[src/rtl/spi_pkg.sv]
// Shared types for the serial byte engine.
package spi_pkg;
    // Edge events seen on the serial clock: leading = idle-to-active.
    typedef struct packed {
        logic lead;
        logic trail;
    } spi_edge_t;
endpackage

[src/rtl/spi_sync.sv]
// Two-flop synchronizer for a vector of asynchronous inputs.
// Assumes each bit is sampled independently; RST_VAL sets the reset state.
module spi_sync #(
    parameter int             W       = 3,
    parameter logic [W-1:0]   RST_VAL = '0
) (
    input  logic         clk,
    input  logic         rst_n,
    input  logic [W-1:0] d,
    output logic [W-1:0] q
);
    logic [W-1:0] meta;

    // Two register stages bring the inputs into the clk domain.
    always_ff @(posedge clk) begin
        if (!rst_n) begin
            meta <= RST_VAL;
            q    <= RST_VAL;
        end else begin
            meta <= d;
            q    <= meta;
        end
    end
endmodule

[src/rtl/spi_baud_gen.sv]
// Reload down-counter that gives one tick every max(div,2) clocks while run is high.
// Assumes div is held stable during a run; the counter reloads while idle.
module spi_baud_gen #(
    parameter int DIV_W = 16
) (
    input  logic             clk,
    input  logic             rst_n,
    input  logic             run,
    input  logic [DIV_W-1:0] div,
    output logic             tick
);
    localparam logic [DIV_W-1:0] MIN_DIV = DIV_W'(2);

    logic [DIV_W-1:0] div_eff;
    logic [DIV_W-1:0] cnt;

    // Clamp the divisor so a half period is never shorter than two clocks.
    always_comb div_eff = (div < MIN_DIV) ? MIN_DIV : div;

    assign tick = run && (cnt == '0);

    // Count down while running, reload on expiry or when idle.
    always_ff @(posedge clk) begin
        if (!rst_n)
            cnt <= '0;
        else if (!run || cnt == '0)
            cnt <= div_eff - 1'b1;
        else
            cnt <= cnt - 1'b1;
    end
endmodule

[src/rtl/spi_shift_core.sv]
// Shared transmit/receive shifter with bit counter.
// Assumes at most one of ld, pre/shift_ev is meaningful per cycle; ld has priority.
module spi_shift_core #(
    parameter int DATA_W = 8
) (
    input  logic              clk,
    input  logic              rst_n,
    input  logic              ld,
    input  logic              ld_pre,
    input  logic [DATA_W-1:0] ld_data,
    input  logic              pre,
    input  logic              shift_ev,
    input  logic              sample_ev,
    input  logic              din,
    input  logic              abort,
    output logic              drv,
    output logic              mid_byte,
    output logic              byte_done,
    output logic [DATA_W-1:0] rx_byte
);
    localparam int               CNT_W = $clog2(DATA_W);
    localparam logic [CNT_W-1:0] LAST  = CNT_W'(DATA_W - 1);

    logic [DATA_W-1:0] tx_sh;
    logic [DATA_W-1:0] rx_sh;
    logic [CNT_W-1:0]  cnt;

    assign mid_byte  = (cnt != '0);
    assign byte_done = sample_ev && !abort && !ld && (cnt == LAST);

    // Transmit side: load, optional preload of the first bit, then MSB-first shifting.
    always_ff @(posedge clk) begin
        if (!rst_n) begin
            tx_sh <= '0;
            drv   <= 1'b0;
        end else if (ld) begin
            if (ld_pre) begin
                drv   <= ld_data[DATA_W-1];
                tx_sh <= {ld_data[DATA_W-2:0], 1'b0};
            end else begin
                tx_sh <= ld_data;
            end
        end else if (pre || shift_ev) begin
            drv   <= tx_sh[DATA_W-1];
            tx_sh <= {tx_sh[DATA_W-2:0], 1'b0};
        end
    end

    // Receive side: collect bits, count them and latch the byte on the last one.
    always_ff @(posedge clk) begin
        if (!rst_n) begin
            rx_sh   <= '0;
            cnt     <= '0;
            rx_byte <= '0;
        end else if (abort || ld) begin
            cnt <= '0;
        end else if (sample_ev) begin
            rx_sh <= {rx_sh[DATA_W-2:0], din};
            cnt   <= (cnt == LAST) ? '0 : cnt + 1'b1;
            if (cnt == LAST)
                rx_byte <= {rx_sh[DATA_W-2:0], din};
        end
    end
endmodule

[src/rtl/spi_byte_engine.sv]
// Serial byte engine, clock owner or follower, all four clock modes.
// Owner: clock from the baud divider, toggled per tick, select driven low for a transfer.
// Follower: synchronized clock/select/data, edges gated by select; clock <= clk/4 assumed.
// Configuration inputs are assumed static while busy.
module spi_byte_engine
    import spi_pkg::*;
#(
    parameter int DATA_W = 8,
    parameter int DIV_W  = 16
) (
    input  logic              clk,
    input  logic              rst_n,
    input  logic              cfg_master,
    input  logic              cfg_cpol,
    input  logic              cfg_cpha,
    input  logic [DIV_W-1:0]  cfg_divisor,
    input  logic              wr_en,
    input  logic [DATA_W-1:0] wr_data,
    input  logic              rd_en,
    output logic [DATA_W-1:0] rd_data,
    output logic              done,
    output logic              wcol,
    output logic              busy,
    output logic              sck_o,
    output logic              sck_oe,
    output logic              ss_n_o,
    output logic              mosi_o,
    input  logic              miso_i,
    input  logic              sck_i,
    input  logic              ss_n_i,
    input  logic              mosi_i,
    output logic              miso_o
);
    localparam int               EDGE_W    = $clog2(2 * DATA_W + 1);
    localparam logic [EDGE_W-1:0] EDGE_LAST = EDGE_W'(2 * DATA_W);

    // Owner-side state
    logic              tick;
    logic              m_act;
    logic              m_sck;
    logic              m_ss_n;
    logic [EDGE_W-1:0] m_edges;
    logic              m_step;

    // Follower-side state
    logic [2:0]        sync_q;
    logic              ss_s, sck_s, mosi_s;
    logic              ss_p, sck_p;
    logic              s_rise, s_fall, ss_fall, ss_rise;
    logic              s_busy;

    spi_edge_t         m_ev, s_ev, ev;
    logic              sample_ev, shift_ev, pre, abort;
    logic              wr_ok, wr_bad;
    logic              drv, mid_byte, byte_done;
    logic [DATA_W-1:0] rx_byte;

    spi_baud_gen #(.DIV_W(DIV_W)) u_baud (
        .clk  (clk),
        .rst_n(rst_n),
        .run  (m_act),
        .div  (cfg_divisor),
        .tick (tick)
    );

    spi_sync #(.W(3), .RST_VAL(3'b100)) u_sync (
        .clk  (clk),
        .rst_n(rst_n),
        .d    ({ss_n_i, sck_i, mosi_i}),
        .q    (sync_q)
    );

    assign {ss_s, sck_s, mosi_s} = sync_q;

    // Previous synchronized levels for edge detection.
    always_ff @(posedge clk) begin
        if (!rst_n) begin
            ss_p  <= 1'b1;
            sck_p <= 1'b0;
        end else begin
            ss_p  <= ss_s;
            sck_p <= sck_s;
        end
    end

    assign s_rise  = sck_s & ~sck_p;
    assign s_fall  = ~sck_s & sck_p;
    assign ss_fall = ss_p & ~ss_s;
    assign ss_rise = ~ss_p & ss_s;

    // Follower edges count only while select is low.
    always_comb begin
        s_ev.lead  = !cfg_master && !ss_s && (cfg_cpol ? s_fall : s_rise);
        s_ev.trail = !cfg_master && !ss_s && (cfg_cpol ? s_rise : s_fall);
    end

    // Owner edges: one per baud tick until all 2*DATA_W edges are made.
    assign m_step = tick && m_act && (m_edges != EDGE_LAST);
    always_comb begin
        m_ev.lead  = m_step && (m_sck == cfg_cpol);
        m_ev.trail = m_step && (m_sck != cfg_cpol);
    end

    // Map edge types onto sample and drive events by clock phase.
    always_comb begin
        ev        = cfg_master ? m_ev : s_ev;
        sample_ev = cfg_cpha ? ev.trail : ev.lead;
        shift_ev  = cfg_cpha ? ev.lead  : ev.trail;
        pre       = !cfg_master && !cfg_cpha && ss_fall;
        abort     = !cfg_master && ss_rise;
    end

    assign s_busy = !ss_s && (!cfg_cpha || mid_byte);
    assign busy   = cfg_master ? m_act : s_busy;
    assign wr_ok  = wr_en && !busy;
    assign wr_bad = wr_en && busy;

    // Owner sequencer: start on write, toggle the clock per tick, release select one half period after the last edge.
    always_ff @(posedge clk) begin
        if (!rst_n) begin
            m_act   <= 1'b0;
            m_sck   <= 1'b0;
            m_ss_n  <= 1'b1;
            m_edges <= '0;
        end else if (!m_act) begin
            m_sck   <= cfg_cpol;
            m_edges <= '0;
            if (wr_ok && cfg_master) begin
                m_act  <= 1'b1;
                m_ss_n <= 1'b0;
            end
        end else if (tick) begin
            if (m_edges == EDGE_LAST) begin
                m_act  <= 1'b0;
                m_ss_n <= 1'b1;
            end else begin
                m_sck   <= ~m_sck;
                m_edges <= m_edges + 1'b1;
            end
        end
    end

    spi_shift_core #(.DATA_W(DATA_W)) u_core (
        .clk      (clk),
        .rst_n    (rst_n),
        .ld       (wr_ok),
        .ld_pre   (cfg_master && !cfg_cpha),
        .ld_data  (wr_data),
        .pre      (pre),
        .shift_ev (shift_ev),
        .sample_ev(sample_ev),
        .din      (cfg_master ? miso_i : mosi_s),
        .abort    (abort),
        .drv      (drv),
        .mid_byte (mid_byte),
        .byte_done(byte_done),
        .rx_byte  (rx_byte)
    );

    // Status flags: completion beats a same-cycle clear; collision held until read.
    always_ff @(posedge clk) begin
        if (!rst_n) begin
            done <= 1'b0;
            wcol <= 1'b0;
        end else begin
            if (byte_done)
                done <= 1'b1;
            else if (rd_en || wr_ok)
                done <= 1'b0;
            if (wr_bad)
                wcol <= 1'b1;
            else if (rd_en)
                wcol <= 1'b0;
        end
    end

    assign rd_data = rx_byte;
    assign sck_o   = m_act ? m_sck : cfg_cpol;
    assign sck_oe  = cfg_master;
    assign ss_n_o  = m_ss_n;
    assign mosi_o  = drv;
    assign miso_o  = drv;
endmodule

[config.mk]
export PLATFORM = sky130hd
export DESIGN_NAME = spi_byte_engine
export DESIGN_NICKNAME = d
export VERILOG_FILES = /design/src/rtl/spi_pkg.sv /design/src/rtl/spi_sync.sv /design/src/rtl/spi_baud_gen.sv /design/src/rtl/spi_shift_core.sv /design/src/rtl/spi_byte_engine.sv
export SDC_FILE = /design/constraint.sdc
export NUM_CORES = 1
export LEC_CHECK = 0
export BUFFER_PORTS_ARGS = -buffer_cell sky130_fd_sc_hd__clkbuf_2
export CORE_MARGIN = 4
export CORE_UTILIZATION = 50
export DETAILED_ROUTE_END_ITERATION = 10
export MAX_ROUTING_LAYER = met4
export PLACE_DENSITY = 0.77
export SLEW_MARGIN = 10
export SYNTH_ARGS = -nofsm -noshare
export SYNTH_HDL_FRONTEND = slang
export SYNTH_SLANG_ARGS = --single-unit
[constraint.sdc]
create_clock -name clk -period 4.09 [get_ports clk]
set_clock_uncertainty 0.2 [all_clocks]
set_input_delay 0.818 -clock clk [delete_from_list [all_inputs] [get_ports clk]]
set_output_delay 0.818 -clock clk [all_outputs]
set_load 0.005 [all_outputs]
==> results by group, run 1 <==
Die
  – CORE AREA: just over 6000 µm²
  – Die X: 88.24 µm
  – DIE HEIGHT: ~88 µm
  – Initial core utilization: 0.5281
  – Row count: 28
  – I/O pins: ~50
  – Die footprint: ~8000 µm²

GRT
  – GR Util met3: 0.04097
  – Met1 usage: 0.2627
  – Vias in the first global route: 2,556
  – Grt ovf: 0
  – Antenna violations before repair: 0
  – GRT busiest layer: met2
  – Largest net degree at the start of global routing: between 40 and 50
  – Global Route Usage Sum: 0.1976
  – Met2 global-route usage: 0.2903
  – First-pass GRT wire length: 11.82 mm

Yosys
  – Area share of and/or/nand/nor cells after synthesis: 0.2810
  – Largest family of logic cells by synthesized area: simple AND/OR/NAND/NOR gates
  – Yosys reg bits: 61
  – Post-synth top flop: dfxtp_1
  – Yosys warning count: 0
  – Area contributors post-synth: dfxtp_1 38%, mux2i_1 6.5%, nand2_1 5.4%, nor2_1 4.2%, nand3_1 2.5%
  – Yosys top cell by area: dfxtp_1
  – Cell count after synthesis: between 300 and 400
  – Netlist cell types: 60
  – Ys async rst share: 0
  – Mux cell area share after synthesis: 0.09444
  – Compound-Gate Fraction of Synth Area: 0.1384
  – XOR/XNOR Fraction of Synth Area: 0.04081
  – Synthesized area: roughly 3200 µm²
  – Syn_area_per_cell: about 8.5 µm²
  – Post-synth EDFFs: 0
  – Register area share after synthesis: 0.3793
  – Syn_nets: 421
  – Synth top area share: 0.3793
  – Post-Synth Adder-Cell Area: 0.02332

STA
  – Tmin final: 3777 ps
  – Slew HR: 0.5709
  – RSZ-0062 raised after global routing: no
  – Fmax achieved: between 200 and 300 MHz
  – Final setup fails: 0
  – Setup TNS: 0 ps
  – Pins Over Slew Limit: 0
  – Final Hold Viols: 0
  – Tcrit/Tclk final: 0.9236
  – Slew @ Worst Pin: ~640 ps

Worst setup path
  – CP Capture Type: flop
  – Crit path max fanout: 7
  – RR Startpoint: u_baud.cnt[11]
  – CP delay by family, top: simple AND/OR/NAND/NOR gates
  – WS Path Type: flop to flop
  – Worst EP arrival: roughly 3800 ps
  – WP depth: 11
  – Worst path bufs/invs: 0
  – CP Cell Sequence: or4_4 -> or4_4 -> o21a_1 -> or3_1 -> o21ai_0 -> ha_1 -> nand2_1 -> a211o_1 -> a211oi_2 -> nand3_1 -> nor3b_1
  – Worst reg2reg path depth: 11
  – Slowest-stage cell, CP: or4_4
  – End of the worst register-to-register path: u_baud.cnt[14]
  – Startpoint types: flop
  – CP Data Required Time: between 4000 and 5000 ps
  – Slowest stage delay, CP: 620 ps
  – R2R Setup Slk: 310 ps
  – Most used cell, CP: or4_4

Placement
  – PortBufs: 50
  – Detailed Place HPWL: between 5 and 6 mm
  – Placer congestion estimate: ~0.85
  – Placed cells: approximately 490

Final layout
  – Final Util: 0.6190
  – Syn-to-layout area delta: 17.22%
  – Antenna cells: 0
  – Final Net Count: about 470
  – Layout cells sized above 1: 0.2302
  – Non-filler cells, final: 505

Min path
  – Hold Path Stages: 1
  – Worst min path class: flop to flop
  – Hold Path Sink: u_sync.q[2]
  – Worst Hold Launch: u_sync.meta[2]

CTS
  – Root Buffer: clkbuf_8
  – Clk sinks: approximately 60
  – Hold-fix buffers, CTS: 0
  – H-tree depth: 3
  – Clock tree from TritonCTS: yes
  – Clk_lat worst skew: about 340 ps
  – Cts bufs inserted: 9
  – CTS max path bufs: 2
  – Clk slew on worst S/H paths: about 70 ps

Drt
  – Drt drc: 0
  – Initial DRT Pass Iterations: 4
  – Final ANT Viol Nets: 0
  – Drt wl/cell: between 10 and 15 µm
  – Via total after detailed routing: 2,820
  – Drt first-iter violations: 105
  – Via/cell ratio: around 5.6
  – Total wire length: 7.036 mm

Pwr
  – Lkg Pwr: approximately 1.5 nW
  – PD cells: about 400 nW/µm²
  – Worst VDD drop: roughly 0.23 mV

Flow run
  – Max_cap viols: 0

Run status
  – Run status: completed
-- per-layer routing --
layer / wire length (µm) / part of all wire / up-vias
met5: 0 / 0 / -
li1: - / - / 1447
met4: 141 / 0.020 / 0
met1: 3202 / 0.46 / 1298
met3: 379 / 0.054 / 15
met2: 3312 / 0.47 / 60
-- flip-flops by register name (all words and copies together) (netlist names), 3 cells and up --
register        flops
u_core.rx_byte      8
u_sync.meta         3
u_core.cnt          3
m_edges             5
u_core.tx_sh        8
u_sync.q            3
u_core.rx_sh        7
u_baud.cnt         16
-- worst reg2reg max path: stages, from the launching register on --
cell and delay (ps):
dfxtp_1 330, or4_4 580, or4_4 620, o21a_1 210
or3_1 330, o21ai_0 90, ha_1 210, nand2_1 140
a211o_1 340, a211oi_2 340, nand3_1 100, nor3b_1 150
-- layout make-up --
class,instances,area [µm²]
Inverter,8,30.03
Clock buffer,9,123.9
Timing Repair Buffer,58,310.3
Sequential cell,61,1221
Multi-Input combinational cell,287,1872
Fill cell,539,2322
Clock inverter,7,122.6
Tap cell,75,93.84
-- power by group --
group	internal (W)	switching [W]	leakage (nW)
registers	0.000623	0.0000214	0.500
logic	0.0000929	0.000117	0.908
clock network	0.000408	0.000250	0.116
-- synth_stat cells (3+ instances only) --
library cell	count
o21ai_0	13
xnor2_1	7
nand2b_1	4
clkbuf_1	17
o31ai_1	3
o21a_1	6
nor2_1	36
mux2i_1	21
or4_1	3
or3b_2	4
dfxtp_1	61
nor4_1	8
inv_1	7
a211oi_1	7
or3_1	6
and2_1	8
a21oi_1	9
nor3_1	13
mux2_2	6
nand3_1	16
or2_2	5
nor3b_1	3
nand3b_1	4
and3_1	6
xor2_1	8
ha_1	6
nand2_1	46
-- timing repair --
action,4_1_cts,5_1_grt
resized for setup,0,1
setup endpoints to repair,0,2
setup buffers,0,0
-- cells by family after synthesis --
logic type	count (synthesis)
compound gates	63
flops	61
mux	29
fa+ha+maj	6
buf+inv	32
xor+xnor	15
simple gates	174
-- cell usage in the layout (no fill, tap or decap), drive strengths merged, types with 7 or more instances in the layout --
master   n
dfxtp   61
clkbuf  59
xor2     8
nand2   46
o21ai   14
xnor2    7
nor2    37
buf      8
and2     8
a211oi   7
mux2     8
nor3    13
a21oi    9
inv      8
nand3   16
mux2i   21
nor4     9
-- through the flow --
stage | hold WS [ps] | setup WS, ps | power [W] | instance area [µm²]
CTS | 207.7 | 183.8 | 0.001520 | 3769
finish | 209.5 | 312.7 | 0.001512 | 3774
global placement | 189.7 | 211.3 | 0.0008609 | 3522
detailed placement | 191.4 | 106.5 | 0.0008656 | 3522
global route | 236.7 | 137.3 | 0.001576 | 3774
floorplan | 186.3 | 316.3 | 0.0008023 | 3219
-- how the worst max path moves through the flow --
stage,from,endpoint
finish,u_baud.cnt[11],u_baud.cnt[14]
CTS,u_baud.cnt[11],u_baud.cnt[14]
global route,u_baud.cnt[13],u_baud.cnt[14]
global placement,cfg_divisor[6],u_baud.cnt[14]
floorplan,u_baud.cnt[11],u_baud.cnt[14]
detailed placement,cfg_divisor[6],u_baud.cnt[14]
Power figures use the tool's default switching activity.
==> run 2: changes to the inputs <==
- PLACE_DENSITY: 0.77 -> 0.8
- REMOVE_ABC_BUFFERS: unset -> 1
- clock period: 4.09 -> 3.4 ns (I/O delays scaled with it)
==> results by group, run 2 (same netlist as run 1, synthesis figures left out) <==
GRT
  – Antenna violations before repair: 0
  – First-pass GRT wire length: about 13 mm
  – Largest net degree at the start of global routing: 46
  – Grt ovf: 0
  – Vias in the first global route: 2,824
  – Global Route Usage Sum: 0.2153

Die
  – Row count: 28
  – Die footprint: a little under 8000 µm²
  – Die X: 88.24 µm
  – CORE AREA: slightly above 6000 µm²
  – I/O pins: 51
  – DIE HEIGHT: between 80 and 90 µm
  – Initial core utilization: 0.5281

Flow run
  – Max_cap viols: 0

STA
  – Fmax achieved: 290.1 MHz
  – Tmin final: 3448 ps
  – Slew HR: 0.5795
  – Tcrit/Tclk final: 1.014
  – Slew @ Worst Pin: ~630 ps
  – Pins Over Slew Limit: 0
  – RSZ-0062 raised after global routing: yes
  – Fin worst setup slack: -47.54 ps
  – Final setup fails: 3
  – Final Hold Viols: 0

Drt
  – Via total after detailed routing: 2,966
  – Drt drc: 0
  – Final ANT Viol Nets: 0
  – Total wire length: 7.592 mm
  – Initial DRT Pass Iterations: 4
  – Via/cell ratio: about 5.6
  – Drt wl/cell: approximately 14 µm
  – Drt first-iter violations: 130

Min path
  – Worst min path class: flop to flop

Worst setup path
  – CP Capture Type: flop
  – Startpoint types: flop
  – WS Path Type: flop to flop
  – CP Data Required Time: ~3400 ps
  – Worst EP arrival: about 3500 ps
  – Crit path max fanout: 4

Final layout
  – Largest registers: u_baud.cnt: 16 flops, u_core.rx_byte: 8 flops, u_core.tx_sh: 8 flops
  – Commonest non-fill, non-tap cell in the layout: dfxtp_1
  – Largest Register: u_baud.cnt
  – Final Net Count: just under 500
  – Antenna cells: 0
  – Register Area: about 1200 µm²
  – Syn-to-layout area delta: 22.23%
  – Most frequent cells in the layout: 58 x dfxtp_1, 50 x clkbuf_2, 45 x nand2_1, 36 x nor2_1, 29 x buf_4
  – Layout cells sized above 1: 0.2898
  – Fill cells: between 500 and 600
  – Area of the multi-input gates: around 1900 µm²
  – Max reg flops: 16
  – Final Util: 0.6455

Pwr
  – Overall power: between 0.0015 and 0.002 W
  – PD cells: 422.6 nW/µm²
  – Lkg Pwr: between 1.5 and 2 nW
  – Worst VDD drop: between 0.4 and 0.5 mV

Run status
  – Run status: finished with violations
  – Failing checks: setup timing

CTS
  – Root Buffer: clkbuf_8
  – Cts bufs inserted: 9
  – CTS max path bufs: 2
  – H-tree depth: 3
  – Clk_lat worst skew: ~340 ps
  – Clk slew on worst S/H paths: about 70 ps
  – Clk sinks: slightly above 60
  – Clock tree from TritonCTS: yes

Placement
  – Detailed Place HPWL: between 5 and 6 mm
  – Placer congestion estimate: 0.8719
  – PortBufs: 50
run 2: final cells by class:
class | instances | area share
inverter | 8 | 0.007631
clock inverter | 6 | 0.01176
sequential | 61 | 0.3113
tap | 75 | 0.02385
timing repair buffer | 80 | 0.1240
multi-input combinational | 287 | 0.4865
clock buffer | 10 | 0.03498
run 2: repair_timing:
item                       4_1_cts  5_1_grt
pin swaps                        5        2
setup buffers                    2        0
setup endpoints to repair        4        7
hold buffers                     0        0
resized for setup                7        7
gates cloned                     0        0
run 2: worst max-delay path, cell delays in order (launching register included):
cell and delay, ps:
dfxtp_2 330, or4_4 530, or4_4 540, o21a_1 190, or3_1 360, o21ai_2 70
ha_2 200, nand2_2 50, a211o_1 290, a211oi_2 200, buf_4 170, nand3_1 60
nor3b_1 130
run 2: worst paths after layout:
check                      start             end  slack [ps]  depth (start not counted)
setup / recovery   u_baud.cnt[9]  u_baud.cnt[14]         -50                         12
hold / removal    u_sync.meta[2]     u_sync.q[2]         210                          1
setup reg to reg   u_baud.cnt[9]  u_baud.cnt[14]         -50                         12
hold reg to reg   u_sync.meta[2]     u_sync.q[2]         210                          1
run 2: routing by layer:
layer | vias to the layer above | global-route usage | wire length (µm)
met5 | - | - | 0
met4 | 0 | 0.07555 | 143
met3 | 13 | 0.05214 | 291
met2 | 62 | 0.3460 | 3732
met1 | 1399 | 0.2640 | 3425
li1 | 1492 | - | -
run 2: power breakdown:
part	internal (W)	switching [W]
clock	0.000289	0.000302
combinational	0.000139	0.000163
sequential	0.000750	0.0000204
run 2: metrics by stage:
step | TNS (ps) | instance area (µm²) | hold slack, ps | std cells | setup slack, ps
3_3_place_gp | -55.90 | 3685 | 192.5 | 509 | -33.18
4_1_cts | -162.1 | 3901 | 213.9 | 527 | -60.74
3_5_place_dp | -309.5 | 3685 | 196.9 | 509 | -115.9
2_1_floorplan | -1242 | 3112 | 186.3 | 356 | -414.4
5_1_grt | -436.9 | 3935 | 242.5 | 527 | -158.0
6_report | -122.3 | 3935 | 210.4 | 527 | -47.54
==> run 3: changes to the inputs <==
- CTS_BUF_LIST: unset -> sky130_fd_sc_hd__clkbuf_8
- REMOVE_ABC_BUFFERS: 1 -> unset
==> results by group, run 3 (same netlist as run 1, synthesis figures left out) <==
Run status
  – Run status: completed

CTS
  – Hold-fix buffers, CTS: 0
  – Clk sinks: slightly above 60
  – Clk_lat worst skew: 340 ps
  – Root Buffer: clkbuf_8
  – CTS max path bufs: 2
  – Clk slew on worst S/H paths: approximately 70 ps
  – H-tree depth: 3
  – Cts bufs inserted: 9
  – Clock tree from TritonCTS: yes

Drt
  – Drt wl/cell: 14.42 µm
  – Drt drc: 0
  – Drt first-iter violations: 139
  – Via total after detailed routing: between 2,000 and 3,000
  – Total wire length: 7.573 mm
  – Final ANT Viol Nets: 0
  – Initial DRT Pass Iterations: 4
  – Via/cell ratio: 5.583

STA
  – Slew HR: 0.5935
  – RSZ-0062 raised after global routing: yes
  – Fin Hold WS: around 220 ps
  – Tmin final: around 3300 ps
  – Slew @ Worst Pin: roughly 600 ps
  – Fmax achieved: between 300 and 400 MHz
  – Setup TNS: 0 ps
  – Final Hold Viols: 0
  – Tcrit/Tclk final: 0.9754
  – Pins Over Slew Limit: 0
  – Final setup fails: 0

Final layout
  – Final Util: 0.6385
  – Most frequent cells in the layout: 58 x dfxtp_1, 50 x clkbuf_2, 45 x nand2_1, 36 x nor2_1, 28 x buf_4
  – Largest registers: u_baud.cnt: 16 flops, u_core.rx_byte: 8 flops, u_core.tx_sh: 8 flops
  – Antenna cells: 0
  – Commonest non-fill, non-tap cell in the layout: dfxtp_1
  – Final Net Count: 486
  – Largest Register: u_baud.cnt
  – Final instance area: between 3000 and 4000 µm²
  – Layout cells sized above 1: 0.2844
  – Max reg flops: 16
  – Syn-to-layout area delta: 20.91%

Die
  – Die footprint: a little under 8000 µm²
  – CORE AREA: around 6000 µm²
  – Initial core utilization: 0.5281
  – Row count: 28
  – I/O pins: 51
  – DIE HEIGHT: a little under 90 µm
  – Die X: just under 90 µm

Worst setup path
  – Worst EP arrival: ~3300 ps
  – WS Path Type: flop to flop
  – Most used cell, CP: or4_4
  – CP Cell Sequence: or4_4 -> or4_4 -> o21a_1 -> or3_1 -> o21ai_1 -> ha_2 -> nand2_2 -> a211o_4 -> a211oi_4 -> nand3_1 -> nor3b_1
  – CP startpoint: u_baud.cnt[10]
  – CP Data Required Time: 3410 ps
  – RR Startpoint: u_baud.cnt[10]
  – Slowest stage delay, CP: ~540 ps
  – Slowest-stage cell, CP: or4_4
  – Crit path max fanout: 5
  – CP Capture Type: flop
  – Startpoint types: flop

Min path
  – Worst Hold Launch: u_sync.meta[2]
  – Worst min path class: flop to flop

Pwr
  – PD cells: about 420 nW/µm²
  – Seq pwr share: 0.473
  – Clock Power Share: 0.348
  – Worst VDD drop: between 0.3 and 0.4 mV
  – Pint: about 0.0012 W
  – NetSw: 0.0004840 W
  – Combinational group share of total power: 0.179
  – Switch share: 0.2959
  – Lkg Pwr: 1.595 nW

GRT
  – Largest net degree at the start of global routing: 46
  – Grt ovf: 0
  – First-pass GRT wire length: around 13 mm
  – Antenna violations before repair: 0
  – Global Route Usage Sum: 0.2142
  – Vias in the first global route: approximately 2,800

Placement
  – Placer congestion estimate: ~0.87
  – Placed Area: approximately 3700 µm²
  – PortBufs: 50
  – Detailed Place HPWL: between 5 and 6 mm

Flow run
  – Max_cap viols: 0
run 3: cell types whose count changed in the layout (fill, tap and decap cells not counted), sizes merged:
| cell | previous run | this run |
|---|---|---|
| buf | 30 | 28 |
| clkbuf | 60 | 59 |
| clkinv | 3 | 5 |
| inv | 9 | 8 |
run 3: power by group through the flow:
stage / Sequential, W / Clock [W] / Combinational [W]
2_1_floorplan: 0.000781 / 0 / 0.000191
3_5_place_dp: 0.000789 / 0 / 0.000282
3_3_place_gp: 0.000786 / 0 / 0.000273
5_1_grt: 0.000778 / 0.000619 / 0.000323
6_report: 0.000773 / 0.000570 / 0.000293
4_1_cts: 0.000772 / 0.000583 / 0.000288
run 3: final timing paths:
| kind | slack [ps] | cells past startpoint | to |
|---|---|---|---|
| worst max-delay path | 80 | 11 | u_baud.cnt[14] |
| worst min-delay path | 220 | 1 | u_sync.q[2] |
| worst max register to register | 80 | 11 | u_baud.cnt[14] |
| worst min register to register | 220 | 1 | u_sync.q[2] |
run 3: stage by stage:
| stage | total power [W] | worst slack, ps | std cells |
|---|---|---|---|
| after floorplan | 0.0009720 | -149.6 | 380 |
| after global placement | 0.001060 | -28.23 | 506 |
| after detailed placement | 0.001070 | -113.5 | 506 |
| after CTS | 0.001642 | 9.356 | 525 |
| after global routing | 0.001719 | -17.19 | 525 |
| final | 0.001635 | 83.54 | 525 |
run 3: what timing repair did:
action                     4_1_cts  5_1_grt
gates resized for setup          2        4
setup endpoints to repair        2        5
pin swaps                        8        3
setup buffers                    3        0
run 3: area by class of cell:
| class | instances | area, µm² |
|---|---|---|
| clock inverter | 7 | 51.30 |
| multi-input combinational | 287 | 1908 |
| timing repair buffer | 78 | 460.4 |
| sequential | 61 | 1225 |
| fill | 544 | 2203 |
| tap | 75 | 93.84 |
| inverter | 8 | 30.03 |
| clock buffer | 9 | 123.9 |
run 3: critical path: cells and delay by family, from the launching register on:
kind,cells,cell delay [ps]
DFF,1,320
and+or+nand+nor,6,1640
AOI/OAI and AO/OA,4,820
adders and majority gates,1,210
run 3: layer usage:
| metal | global-route usage | up-vias | share of wire |
|---|---|---|---|
| met4 | 0.07143 | 0 | 0.015 |
| met5 | - | - | 0 |
| li1 | - | 1483 | - |
| met3 | 0.06238 | 12 | 0.049 |
| met2 | 0.3379 | 55 | 0.50 |
| met1 | 0.2631 | 1381 | 0.44 |
